**src/rtl/i2c_rd_pkg.sv**
```systemverilog
package i2c_rd_pkg;
  typedef enum logic [2:0] {
    ST_IDLE,
    ST_ADDR,
    ST_AACK,
    ST_SEND,
    ST_MACK
  } rd_state_t;
endpackage

```
**src/rtl/i2c_bus_cond.sv**
```systemverilog
module i2c_bus_cond #(
  parameter int SYNC_STAGES = 2
) (
  input  logic clk_i,
  input  logic rst_ni,
  input  logic scl_i,
  input  logic sda_i,
  output logic scl_o,
  output logic sda_o,
  output logic start_o,
  output logic stop_o,
  output logic scl_rise_o,
  output logic scl_fall_o
);
  logic [SYNC_STAGES-1:0] scl_sync, sda_sync;
  logic scl_d, sda_d;

  always_ff @(posedge clk_i or negedge rst_ni) begin
    if (!rst_ni) begin
      scl_sync <= '1;
      sda_sync <= '1;
      scl_d    <= 1'b1;
      sda_d    <= 1'b1;
    end else begin
      scl_sync <= {scl_sync[SYNC_STAGES-2:0], scl_i};
      sda_sync <= {sda_sync[SYNC_STAGES-2:0], sda_i};
      scl_d    <= scl_sync[SYNC_STAGES-1];
      sda_d    <= sda_sync[SYNC_STAGES-1];
    end
  end

  assign scl_o      = scl_sync[SYNC_STAGES-1];
  assign sda_o      = sda_sync[SYNC_STAGES-1];
  assign start_o    = scl_o & scl_d & sda_d & ~sda_o;
  assign stop_o     = scl_o & scl_d & ~sda_d & sda_o;
  assign scl_rise_o = scl_o & ~scl_d;
  assign scl_fall_o = ~scl_o & scl_d;
endmodule

```
**src/rtl/i2c_avail_reg.sv**
```systemverilog
module i2c_avail_reg #(
  parameter int DW = 8
) (
  input  logic          clk_i,
  input  logic          rst_ni,
  input  logic          load_i,
  input  logic          clr_i,
  input  logic [DW-1:0] data1_i,
  input  logic [DW-1:0] data2_i,
  output logic [DW-1:0] data1_o,
  output logic [DW-1:0] data2_o,
  output logic          avail_o
);
  always_ff @(posedge clk_i or negedge rst_ni) begin
    if (!rst_ni) begin
      data1_o <= '0;
      data2_o <= '0;
      avail_o <= 1'b0;
    end else begin
      if (load_i) begin
        data1_o <= data1_i;
        data2_o <= data2_i;
      end
      // load has priority over clear
      if (load_i)     avail_o <= 1'b1;
      else if (clr_i) avail_o <= 1'b0;
    end
  end

  AST_LOAD_WINS: assert property (@(posedge clk_i) disable iff (!rst_ni)
    load_i |=> avail_o);
  AST_CLR_DROPS: assert property (@(posedge clk_i) disable iff (!rst_ni)
    (clr_i && !load_i) |=> !avail_o);
endmodule

```
**src/rtl/i2c_rd_fsm.sv**
```systemverilog
module i2c_rd_fsm
  import i2c_rd_pkg::*;
#(
  parameter int          DW       = 8,
  parameter int          N_BYTES  = 3,
  parameter logic [DW-2:0] ADDR_PRI = 7'h14,
  parameter logic [DW-2:0] ADDR_SEC = 7'h15
) (
  input  logic                       clk_i,
  input  logic                       rst_ni,
  input  logic                       scl_i,
  input  logic                       sda_i,
  input  logic                       start_i,
  input  logic                       stop_i,
  input  logic                       scl_rise_i,
  input  logic                       scl_fall_i,
  input  logic [N_BYTES-1:0][DW-1:0] tx_bytes_i,
  output logic                       clr_o,
  output logic                       sda_oe_o
);
  localparam int CW = $clog2(DW + 1);
  localparam int IW = (N_BYTES > 2) ? $clog2(N_BYTES) : 1;
  localparam logic [IW-1:0] LAST_IDX = IW'(N_BYTES - 1);
  localparam logic [IW-1:0] CLR_IDX  = IW'(1);

  rd_state_t     st;
  logic [CW-1:0] cnt;
  logic [DW-1:0] sh;
  logic [IW-1:0] idx;
  logic          mack;
  logic          addr_hit;

  assign addr_hit = (sh == {ADDR_PRI, 1'b1}) || (sh == {ADDR_SEC, 1'b1});

  always_ff @(posedge clk_i or negedge rst_ni) begin
    if (!rst_ni) begin
      st   <= ST_IDLE;
      cnt  <= '0;
      sh   <= '0;
      idx  <= '0;
      mack <= 1'b0;
    end else if (start_i) begin
      st  <= ST_ADDR;
      cnt <= '0;
      idx <= '0;
    end else if (stop_i) begin
      st <= ST_IDLE;
    end else begin
      unique case (st)
        ST_ADDR: begin
          if (scl_rise_i) begin
            sh  <= {sh[DW-2:0], sda_i};
            cnt <= cnt + 1'b1;
          end else if (scl_fall_i && cnt == CW'(DW)) begin
            st <= addr_hit ? ST_AACK : ST_IDLE;
          end
        end
        ST_AACK: begin
          if (scl_fall_i) begin
            st  <= ST_SEND;
            sh  <= tx_bytes_i[0];
            cnt <= '0;
            idx <= '0;
          end
        end
        ST_SEND: begin
          if (scl_fall_i) begin
            sh <= {sh[DW-2:0], 1'b1};
            if (cnt == CW'(DW - 1)) begin
              st  <= ST_MACK;
              cnt <= '0;
            end else begin
              cnt <= cnt + 1'b1;
            end
          end
        end
        ST_MACK: begin
          if (scl_rise_i) mack <= ~sda_i;
          else if (scl_fall_i) begin
            if (mack && idx != LAST_IDX) begin
              st  <= ST_SEND;
              idx <= idx + 1'b1;
              sh  <= tx_bytes_i[idx + 1'b1];
            end else begin
              st <= ST_IDLE;
            end
          end
        end
        default: ;
      endcase
    end
  end

  // flag clears as the master samples the last bit of data byte 1
  assign clr_o    = (st == ST_SEND) && scl_rise_i && (cnt == CW'(DW - 1)) && (idx == CLR_IDX);
  assign sda_oe_o = (st == ST_AACK) || ((st == ST_SEND) && !sh[DW-1]);

  AST_START_ADDR: assert property (@(posedge clk_i) disable iff (!rst_ni)
    start_i |=> (st == ST_ADDR));
  AST_STOP_IDLE: assert property (@(posedge clk_i) disable iff (!rst_ni)
    (stop_i && !start_i) |=> (st == ST_IDLE && !sda_oe_o));
  AST_OE_SCL_LOW: assert property (@(posedge clk_i) disable iff (!rst_ni)
    !$stable(sda_oe_o) |-> !scl_i);
  AST_ACK_ADDR: assert property (@(posedge clk_i) disable iff (!rst_ni)
    (st == ST_AACK) |-> addr_hit);
endmodule

```
**src/rtl/i2c_status_rd_slave.sv**
```systemverilog
module i2c_status_rd_slave #(
  parameter int            DW          = 8,
  parameter int            SYNC_STAGES = 2,
  parameter logic [DW-2:0] ADDR_PRI    = 7'h14,
  parameter logic [DW-2:0] ADDR_SEC    = 7'h15
) (
  input  logic          clk_i,
  input  logic          rst_ni,
  input  logic          scl_i,
  input  logic          sda_i,
  output logic          sda_oe_o,
  input  logic          load_i,
  input  logic [DW-1:0] data1_i,
  input  logic [DW-1:0] data2_i,
  input  logic [DW-1:0] status_i,
  output logic          data_avail_o
);
  localparam int N_BYTES = 3;

  logic scl_s, sda_s, start, stop, scl_rise, scl_fall, clr;
  logic [DW-1:0] d1_q, d2_q;
  logic [N_BYTES-1:0][DW-1:0] tx_bytes;

  i2c_bus_cond #(.SYNC_STAGES(SYNC_STAGES)) u_cond (
    .clk_i     (clk_i),
    .rst_ni    (rst_ni),
    .scl_i     (scl_i),
    .sda_i     (sda_i),
    .scl_o     (scl_s),
    .sda_o     (sda_s),
    .start_o   (start),
    .stop_o    (stop),
    .scl_rise_o(scl_rise),
    .scl_fall_o(scl_fall)
  );

  i2c_avail_reg #(.DW(DW)) u_avail (
    .clk_i  (clk_i),
    .rst_ni (rst_ni),
    .load_i (load_i),
    .clr_i  (clr),
    .data1_i(data1_i),
    .data2_i(data2_i),
    .data1_o(d1_q),
    .data2_o(d2_q),
    .avail_o(data_avail_o)
  );

  assign tx_bytes = {d2_q, d1_q, {status_i[DW-1:1], data_avail_o}};

  i2c_rd_fsm #(
    .DW      (DW),
    .N_BYTES (N_BYTES),
    .ADDR_PRI(ADDR_PRI),
    .ADDR_SEC(ADDR_SEC)
  ) u_fsm (
    .clk_i     (clk_i),
    .rst_ni    (rst_ni),
    .scl_i     (scl_s),
    .sda_i     (sda_s),
    .start_i   (start),
    .stop_i    (stop),
    .scl_rise_i(scl_rise),
    .scl_fall_i(scl_fall),
    .tx_bytes_i(tx_bytes),
    .clr_o     (clr),
    .sda_oe_o  (sda_oe_o)
  );
endmodule

```
**config.mk**
```make
export PLATFORM = sky130hd
export DESIGN_NAME = i2c_status_rd_slave
export DESIGN_NICKNAME = d
export VERILOG_FILES = /design/src/rtl/i2c_rd_pkg.sv /design/src/rtl/i2c_bus_cond.sv /design/src/rtl/i2c_avail_reg.sv /design/src/rtl/i2c_rd_fsm.sv /design/src/rtl/i2c_status_rd_slave.sv
export SDC_FILE = /design/constraint.sdc
export NUM_CORES = 1
export LEC_CHECK = 0
export ABC_CLOCK_PERIOD_IN_PS = 2000
export BUFFER_PORTS_ARGS = -buffer_cell sky130_fd_sc_hd__buf_4
export CORE_ASPECT_RATIO = 0.8
export CORE_UTILIZATION = 51
export CTS_CLUSTER_SIZE = 8
export DETAILED_ROUTE_END_ITERATION = 7
export GPL_ROUTABILITY_DRIVEN = 0
export HOLD_SLACK_MARGIN = 0.06
export MAX_ROUTING_LAYER = met4
export PLACE_DENSITY = 0.8
export SYNTH_ARGS = -nofsm -noshare
export SYNTH_HDL_FRONTEND = slang
export SYNTH_SLANG_ARGS = --single-unit
```
**constraint.sdc**
```tcl
create_clock -name clk_i -period 2 [get_ports clk_i]
set_clock_uncertainty 0.15 [all_clocks]
set_input_delay 0.1 -clock clk_i [delete_from_list [all_inputs] [get_ports clk_i]]
set_output_delay 0.1 -clock clk_i [all_outputs]
set_load 0.02 [all_outputs]
```
==> metrics, run 1 <==
largest net degree at the start of global routing 42; DR WL/cell 15.1 um; Chip Width 75.2 um; area delta synth->final 32.4%; Detailed Route WL 5.02 mm; initial antenna violation count 0; reg2reg path depth 7; largest family of logic cells by synthesized area compound AO/OA/AOI/OAI gates; # DRC 0; minimum clock period after layout 1.91 ns; Slew HR 62.9%; TritonCTS buffer count 5; Max Cap Violations 0; vias in the first global route 1,674; Syn Area/Cell 10.2 um^2; crit path max fanout 7; Final Max Tran Viols 0; top-area cell type share of the netlist area 40.1%; share of cells above drive strength 1 30.7%; hpwl dp 3.22 mm; pwr dens 764 nW/um^2; total number of vias 1,883; fin nets 309; vias per cell 5.67; detailed router's first-iteration violation count 158; Synth area leader dfrtp_1; post-route clock period utilization 95.3%; Placed Cells 297; CP required 2.03 ns; remaining global-route overflow 0; total track usage 24.9%; CTS clock-pin slew for the worst setup and hold paths 0.09 ns; clock latency on the worst-skew pair 0.29 ns; final hold slack 0.162 ns; Num Clock Sinks 41; Die Area 4550 um^2; Peak VDD IR 0.467 mV; XOR/XNOR share of the synthesized area 0.401%; register-to-register setup slack 0.09 ns; Cell Area, Synth 2180 um^2; Layout Cells excl Fill 332; Multi-input gate area 1110 um^2; Data arrival, critical path 1.94 ns; fill cell count 299; Reg area 1030 um^2; Slowest-stage cell, CP dfrtp_1; core region area 3950 um^2; clock tree buffer depth 2; CTS tree done; crit-path max cell delay 0.38 ns; Synth Warn # 0; Worst setup SP type flip-flop; Cell Chain, Critical Path inv_1 -> ha_2 -> buf_4 -> a31oi_1 -> nor2_2 -> a221oi_1 -> o21ai_1; FF+latch count, synth 41; Hold Vio Cnt, Final 0; final setup vio count 0; drt first pass iters 4; Worst Tran Pin Value 0.553 ns; complex-gate fraction of the synthesized area 19.5%; post-synthesis simple-gate area fraction 17.2%; Initial Util 55.3%; mux contribution to synthesized area 9.68%; die span in y 60.5 um; clock root buffer master clkbuf_8; worst min-delay path class primary input to asynchronous set/reset pin; Synth area leaders dfrtp_1 (40%), mux2_2 (8.8%), dfstp_2 (7.2%), o21ai_0 (4.1%), nand2_1 (3.4%); Syn Nets 248; Setup crit end kind flip-flop; row count 20; leakage 0.00121 uW; Crit Path Category flip-flop to flip-flop; fmax 0.525 GHz; r2r startpoint u_fsm.idx[0]$_DFFE_PN0P_; io pins 31; status finished clean; Post-Syn Instances 215; adder-cell share of the synthesized area 2.29%; reg2reg end u_fsm.sh[2]$_DFFE_PN0P_; total power 2210 uW; count of port buffers added during placement 29; post-route ant nets 0; CTS H-tree lvls 2; number of antenna diodes 0; register area share after synthesis 47.3%; Post-CTS Setup Bufs 0; Distinct cells, synth 49; first-pass GRT wire length 8.05 mm; RSZ-0062 raised after global routing true
==> cells in the mapped netlist, drive strengths merged <==
library cell and n:
a2bb2oi 1, a311oi 1, o21bai 1, o211ai 1, nand4 2, xnor2 1
nand2b 3, nand2 20, a32o 1, a22o 1, o21ai 28, clkbuf 6
nor3b 3, a21o 2, a221oi 7, nand3 10, or3b 1, a211oi 1
or4b 1, a22oi 8, inv 6, a21boi 4, dfstp 6, or2 1
a21oi 3, or4 1, mux2 17, mux2i 2, nand3b 2, and3 2
dfrtp 35, and2b 2, o22ai 2, nor2b 6, nor2 13, o21a 1
buf 5, a31oi 1, nand4b 3, ha 4
==> layer usage <==
metal  vias up  part of all wire, %  global-route usage (%)
li1        911                    -                       -
met1       908                   47                    35.7
met2        60                   47                    36.7
met3         4                  5.7                    4.98
met4         0                 0.38                    5.82
met5         -                    0                       -
==> stage by stage <==
stage	setup TNS, ns	cell area (um^2)	setup WS (ns)	utilization (%)
finish	0	2890	0.0937	73.2
global route	-0.0426	2890	-0.0158	73.2
CTS	0	2860	0.0651	72.3
detailed placement	-0.286	2500	-0.0527	63.1
global placement	0	2500	0.0356	63.1
floorplan	0	2180	0.0938	-
==> layout make-up <==
| cell class | instances | area share, % |
|---|---|---|
| Timing Repair Buffer | 65 | 19.6 |
| Clock inverter | 3 | 0.735 |
| Multi-Input combinational cell | 157 | 38.3 |
| Sequential cell | 41 | 35.8 |
| Tap cell | 55 | 2.38 |
| Clock buffer | 5 | 2.38 |
| Inverter | 6 | 0.779 |
==> worst max-delay path, delay by kind of cell, from the launching register on <==
family                   cells  cell delay (ns)
AO/OA/AOI/OAI                3             0.60
flip-flops                   1             0.38
adder cells (fa/ha/maj)      1             0.31
buffers and inverters        2             0.24
AND/OR/NAND/NOR              1             0.11
==> worst max path at each step <==
stage / startpoint / endpoint / slack (ns) / depth (start not counted)
4_1_cts: u_fsm.idx[0]$_DFFE_PN0P_ / u_fsm.sh[6]$_DFFE_PN0P_ / 0.07 / 7
2_1_floorplan: u_fsm.idx[0]$_DFFE_PN0P_ / u_fsm.sh[3]$_DFFE_PN0P_ / 0.09 / 8
3_5_place_dp: u_fsm.idx[0]$_DFFE_PN0P_ / u_fsm.sh[6]$_DFFE_PN0P_ / -0.05 / 7
3_3_place_gp: u_fsm.idx[0]$_DFFE_PN0P_ / u_fsm.sh[3]$_DFFE_PN0P_ / 0.04 / 7
5_1_grt: u_fsm.idx[0]$_DFFE_PN0P_ / u_fsm.sh[5]$_DFFE_PN0P_ / -0.02 / 7
6_report: u_fsm.idx[0]$_DFFE_PN0P_ / u_fsm.sh[2]$_DFFE_PN0P_ / 0.09 / 7
==> what timing repair did <==
item,in CTS,in global routing
setup endpoints to repair,7,10
hold buffers,27,0
endpoints found under the hold margin,67,0
resized for setup,1,9
==> logic make-up after synthesis <==
family | Yosys count
muxes | 19
buffers and inverters | 17
DFF | 41
and+or+nand+nor | 70
adders and majority gates | 4
xor gates and xnor gates | 1
AOI/OAI and AO/OA | 63
==> state kept, by name, indices dropped and copies added (netlist names) <==
register,count
u_cond.scl_sync,2
u_fsm.sh,8
u_cond.sda_d,1
u_avail.avail_o,1
u_fsm.cnt,4
u_cond.sda_sync,2
u_avail.data1_o,8
u_fsm.mack,1
u_cond.scl_d,1
u_avail.data2_o,8
u_fsm.idx,2
u_fsm.st,3
==> report_power, final <==
| group | total, uW | switching (uW) | internal, uW |
|---|---|---|---|
| sequential | 1140 | 156 | 980 |
| combinational | 517 | 237 | 280 |
| clock | 558 | 310 | 248 |
| total | 2210 | 703 | 1510 |
==> cell usage in the layout, fill, tap and decap left out, types with 3 or more instances in the layout <==
cell,Yosys,final
a21oi_1,3,3
a221oi_1,7,6
a22oi_1,8,6
buf_4,1,37
clkbuf_8,0,5
dfrtp_1,35,34
dfstp_2,6,6
dlygate4sd3_1,0,27
ha_1,4,3
inv_1,6,6
mux2_2,17,17
nand2_1,20,20
nand3_1,10,10
nand4b_1,3,3
nor2_1,13,12
nor2b_1,6,4
o21ai_0,18,18
o21ai_1,10,10
Note: power is estimated with default switching activity, not from simulation.
==> run 2: changes to the inputs <==
--- a/config.mk
+++ b/config.mk
@@ -5,16 +5,17 @@
 export SDC_FILE = /design/constraint.sdc
 export NUM_CORES = 1
 export LEC_CHECK = 0
+export ABC_AREA = 1
 export ABC_CLOCK_PERIOD_IN_PS = 2000
 export BUFFER_PORTS_ARGS = -buffer_cell sky130_fd_sc_hd__buf_4
 export CORE_ASPECT_RATIO = 0.8
-export CORE_UTILIZATION = 51
+export CORE_UTILIZATION = 42
 export CTS_CLUSTER_SIZE = 8
 export DETAILED_ROUTE_END_ITERATION = 7
 export GPL_ROUTABILITY_DRIVEN = 0
 export HOLD_SLACK_MARGIN = 0.06
 export MAX_ROUTING_LAYER = met4
-export PLACE_DENSITY = 0.8
+export PLACE_DENSITY = 0.69
 export SYNTH_ARGS = -nofsm -noshare
 export SYNTH_HDL_FRONTEND = slang
 export SYNTH_SLANG_ARGS = --single-unit
==> run 2 against run 1 <==
Compared with the run above: sequential share of layout area shrank 2.3 points; setup slack improved by 0.051 ns; synthesized cell count increased by 38%; sequential power is essentially flat; critical path type unchanged; global-route usage is 0.26 points higher.
==> metrics, run 2 <==
status finished clean (unchanged); r2r startpoint u_fsm.idx[0]$_DFFE_PN0P_ (unchanged); Syn Nets 330 (was 248); Synth area leaders dfrtp_1 (40%), nand2_1 (19%), dfstp_2 (7.2%), inv_1 (6.2%), nand3_1 (5.7%) (was dfrtp_1 (40%), mux2_2 (8.8%), dfstp_2 (7.2%), o21ai_0 (4.1%), nand2_1 (3.4%)); io pins 31 (unchanged); largest net degree at the start of global routing 42 (unchanged); area delta synth->final 41.0% (was 32.4%); Chip Width 82.8 um (was 75.2 um); total track usage 25.2% (was 24.9%); Clk pwr share 21.7% (was 25.3%); Peak VDD IR 0.648 mV (was 0.467 mV); Combinational Power Share 41.8% (was 23.4%); initial antenna violation count 0 (unchanged); NetSw 1250 uW (was 703 uW); Crit Path Category flip-flop to flip-flop (unchanged); fin nets 410 (was 309); commonest non-fill, non-tap cell in the layout nand2_1 (was buf_4); top cells by count, synth nand2_1 (113), inv_1 (36), dfrtp_1 (35) (was dfrtp_1 (35), nand2_1 (20), o21ai_0 (18)); Hold Vio Cnt, Final 0 (unchanged); vias per cell 4.96 (was 5.67); fill cell count 448 (was 299); Layout Cells excl Fill 440 (was 332); switching share of total power 40.2% (was 31.8%); Synth area leader dfrtp_1 (unchanged); row count 23 (was 20); Hold Path Depth 2; Setup crit end kind flip-flop (unchanged); Num Clock Sinks 41 (unchanged); detailed router's first-iteration violation count 201 (was 158); clock tree buffer depth 2 (unchanged); count of port buffers added during placement 29 (unchanged); WHS Endpoint u_avail.data2_o[2]$_DFFE_PN0P_; drt first pass iters 5 (was 4); fmax 0.539 GHz (was 0.525 GHz); Flop pwr share 36.4% (was 51.4%); Worst setup SP type flip-flop (unchanged); top-area cell type share of the netlist area 40.0% (was 40.1%); number of antenna diodes 0 (unchanged); register-to-register setup slack 0.14 ns (was 0.09 ns); clock root buffer master clkbuf_8 (unchanged); share of cells above drive strength 1 18.0% (was 30.7%); remaining global-route overflow 0 (unchanged); post-route ant nets 0 (unchanged); leakage 0.00153 uW (was 0.00121 uW); CTS tree done (unchanged); first-pass GRT wire length 9.98 mm (was 8.05 mm); most common cell in the netlist nand2_1 (was dfrtp_1); CTS clock-pin slew for the worst setup and hold paths 0.08 ns (was 0.09 ns); Cell Int Power 1860 uW (was 1510 uW); # DRC 0 (unchanged); FFs w/ async S/R, synth 100% (unchanged); reg2reg path depth 9 (was 7); Final Max Tran Viols 0 (unchanged); biggest regs u_avail.data1_o: 8 flops, u_avail.data2_o: 8 flops, u_fsm.sh: 8 flops (unchanged); CP required 2.09 ns (was 2.03 ns); Max Cap Violations 0 (unchanged); Slew HR 66.4% (was 62.9%); Initial Util 43.8% (was 55.3%); most frequent cells in the layout nand2_1 (112), dlygate4sd3_1 (46), inv_1 (36) (was buf_4 (37), dfrtp_1 (34), dlygate4sd3_1 (27)); Die Area 5510 um^2 (was 4550 um^2); Post-Syn Instances 297 (was 215); ys flop type dfrtp_1 (unchanged); TritonCTS buffer count 5 (unchanged); clock latency on the worst-skew pair 0.30 ns (was 0.29 ns); setup TNS 0 ns (unchanged); Worst Tran Pin Value 0.503 ns (was 0.553 ns); pwr dens 1010 nW/um^2 (was 764 nW/um^2); Detailed Route WL 5.82 mm (was 5.02 mm); crit path max fanout 8 (was 7); Distinct cells, synth 25 (was 49); minimum clock period after layout 1.86 ns (was 1.91 ns); RSZ-0062 raised after global routing false (was true); worst min-delay path class primary input to flip-flop (was primary input to asynchronous set/reset pin); core region area 5010 um^2 (was 3950 um^2); register area share after synthesis 47.2% (was 47.3%); Post-synth EDFFs 0 (unchanged); final setup vio count 0 (unchanged); Worst Min Path Start load_i; DR WL/cell 13.2 um (was 15.1 um); Cell Area, Synth 2190 um^2 (was 2180 um^2); CTS H-tree lvls 2 (unchanged); Data arrival, critical path 1.95 ns (was 1.94 ns); Post-CTS Setup Bufs 0 (unchanged); post-route clock period utilization 92.8% (was 95.3%); CP startpoint u_fsm.idx[0]$_DFFE_PN0P_ (unchanged); vias in the first global route 2,169 (was 1,674); FF+latch count, synth 41 (unchanged); Synth Warn # 0 (unchanged); reg2reg end u_fsm.sh[0]$_DFFE_PN0P_ (was u_fsm.sh[2]$_DFFE_PN0P_); Syn Area/Cell 7.38 um^2 (was 10.2 um^2); total number of vias 2,184 (was 1,883); Placed Cells 386 (was 297); die span in y 66.6 um (was 60.5 um); hpwl dp 3.42 mm (was 3.22 mm)
## run 2: cell types whose count changed in the layout (fill, tap and decap cells not counted), moves of 7 or more
cell           delta
buf_4             -7
mux2_2           -17
dlygate4sd3_1    +19
nand3_1          +15
nand2_1          +92
inv_1            +30
inv_2             +7
## run 2: how the worst max path moves through the flow
stage                                                end  slack (ns)  cells past startpoint
after global routing             u_fsm.sh[5]$_DFFE_PN0P_        0.02                      9
after CTS                 u_avail.data1_o[6]$_DFFE_PN0P_        0.07                      6
after floorplan                  u_fsm.sh[0]$_DFFE_PN0P_        0.37                      9
after global placement           u_fsm.sh[0]$_DFFE_PN0P_        0.20                      9
after detailed placement         u_fsm.sh[0]$_DFFE_PN0P_        0.12                      9
final                            u_fsm.sh[0]$_DFFE_PN0P_        0.14                      9
## run 2: layout make-up
class	count	area [um^2]	share of cell area, %
sequential	41	1030	33.5
multi-input combinational	210	1020	33.0
timing repair buffer	76	686	22.2
inverter	43	161	5.22
tap	62	77.6	2.51
clock buffer	6	72.6	2.35
clock inverter	2	38.8	1.26
## run 2: logic make-up after synthesis
family,synth area share [%]
simple gates,32.7
buf+inv,7.88
flops,47.2
compound gates,9.14
fa+ha+maj,2.28
xor+xnor,0.800
## run 2: per-layer routing
metal / part of all wire (%) / GRT usage [%] / vias up
li1: - / - / 1093
met4: 2.3 / 7.54 / 0
met2: 47 / 39.3 / 59
met1: 46 / 32.8 / 1014
met3: 4.9 / 5.34 / 18
met5: 0 / - / -
## run 2: what timing repair did
item                                    CTS  global route
endpoints found under the hold margin    67             0
endpoints found under the setup margin    0            10
gates resized for setup                   0             6
hold buffers                             48             0
## run 2: power by group through the flow
| stage | Clock (uW) | Combinational [uW] | Sequential, uW |
|---|---|---|---|
| finish | 676 | 1300 | 1130 |
| global route | 726 | 1490 | 1150 |
| CTS | 689 | 1250 | 1130 |
| detailed placement | 0 | 1160 | 1140 |
| global placement | 0 | 1140 | 1130 |
| floorplan | 0 | 894 | 1100 |
## run 2: worst max-delay path: stages (launching register included)
cell	delay, ns
dfrtp_2	0.46
inv_1	0.18
ha_4	0.25
inv_1	0.13
nand2_2	0.16
o21ai_0	0.21
a21oi_1	0.09
nand3_1	0.07
nand2_1	0.05
nand2_1	0.06
## run 2: stage by stage
stage                     cell area [um^2]  utilization, %  hold slack [ns]  setup slack [ns]  total power, uW
after floorplan                       2190               -           -0.346             0.372             2000
after global placement                2480            49.6          -0.0347             0.197             2280
after detailed placement              2480            49.6          -0.0357             0.124             2300
after CTS                             3070            61.4            0.188            0.0702             3070
after global routing                  3090            61.7           0.0825            0.0181             3370
final                                 3090            61.7           0.0112             0.145             3110
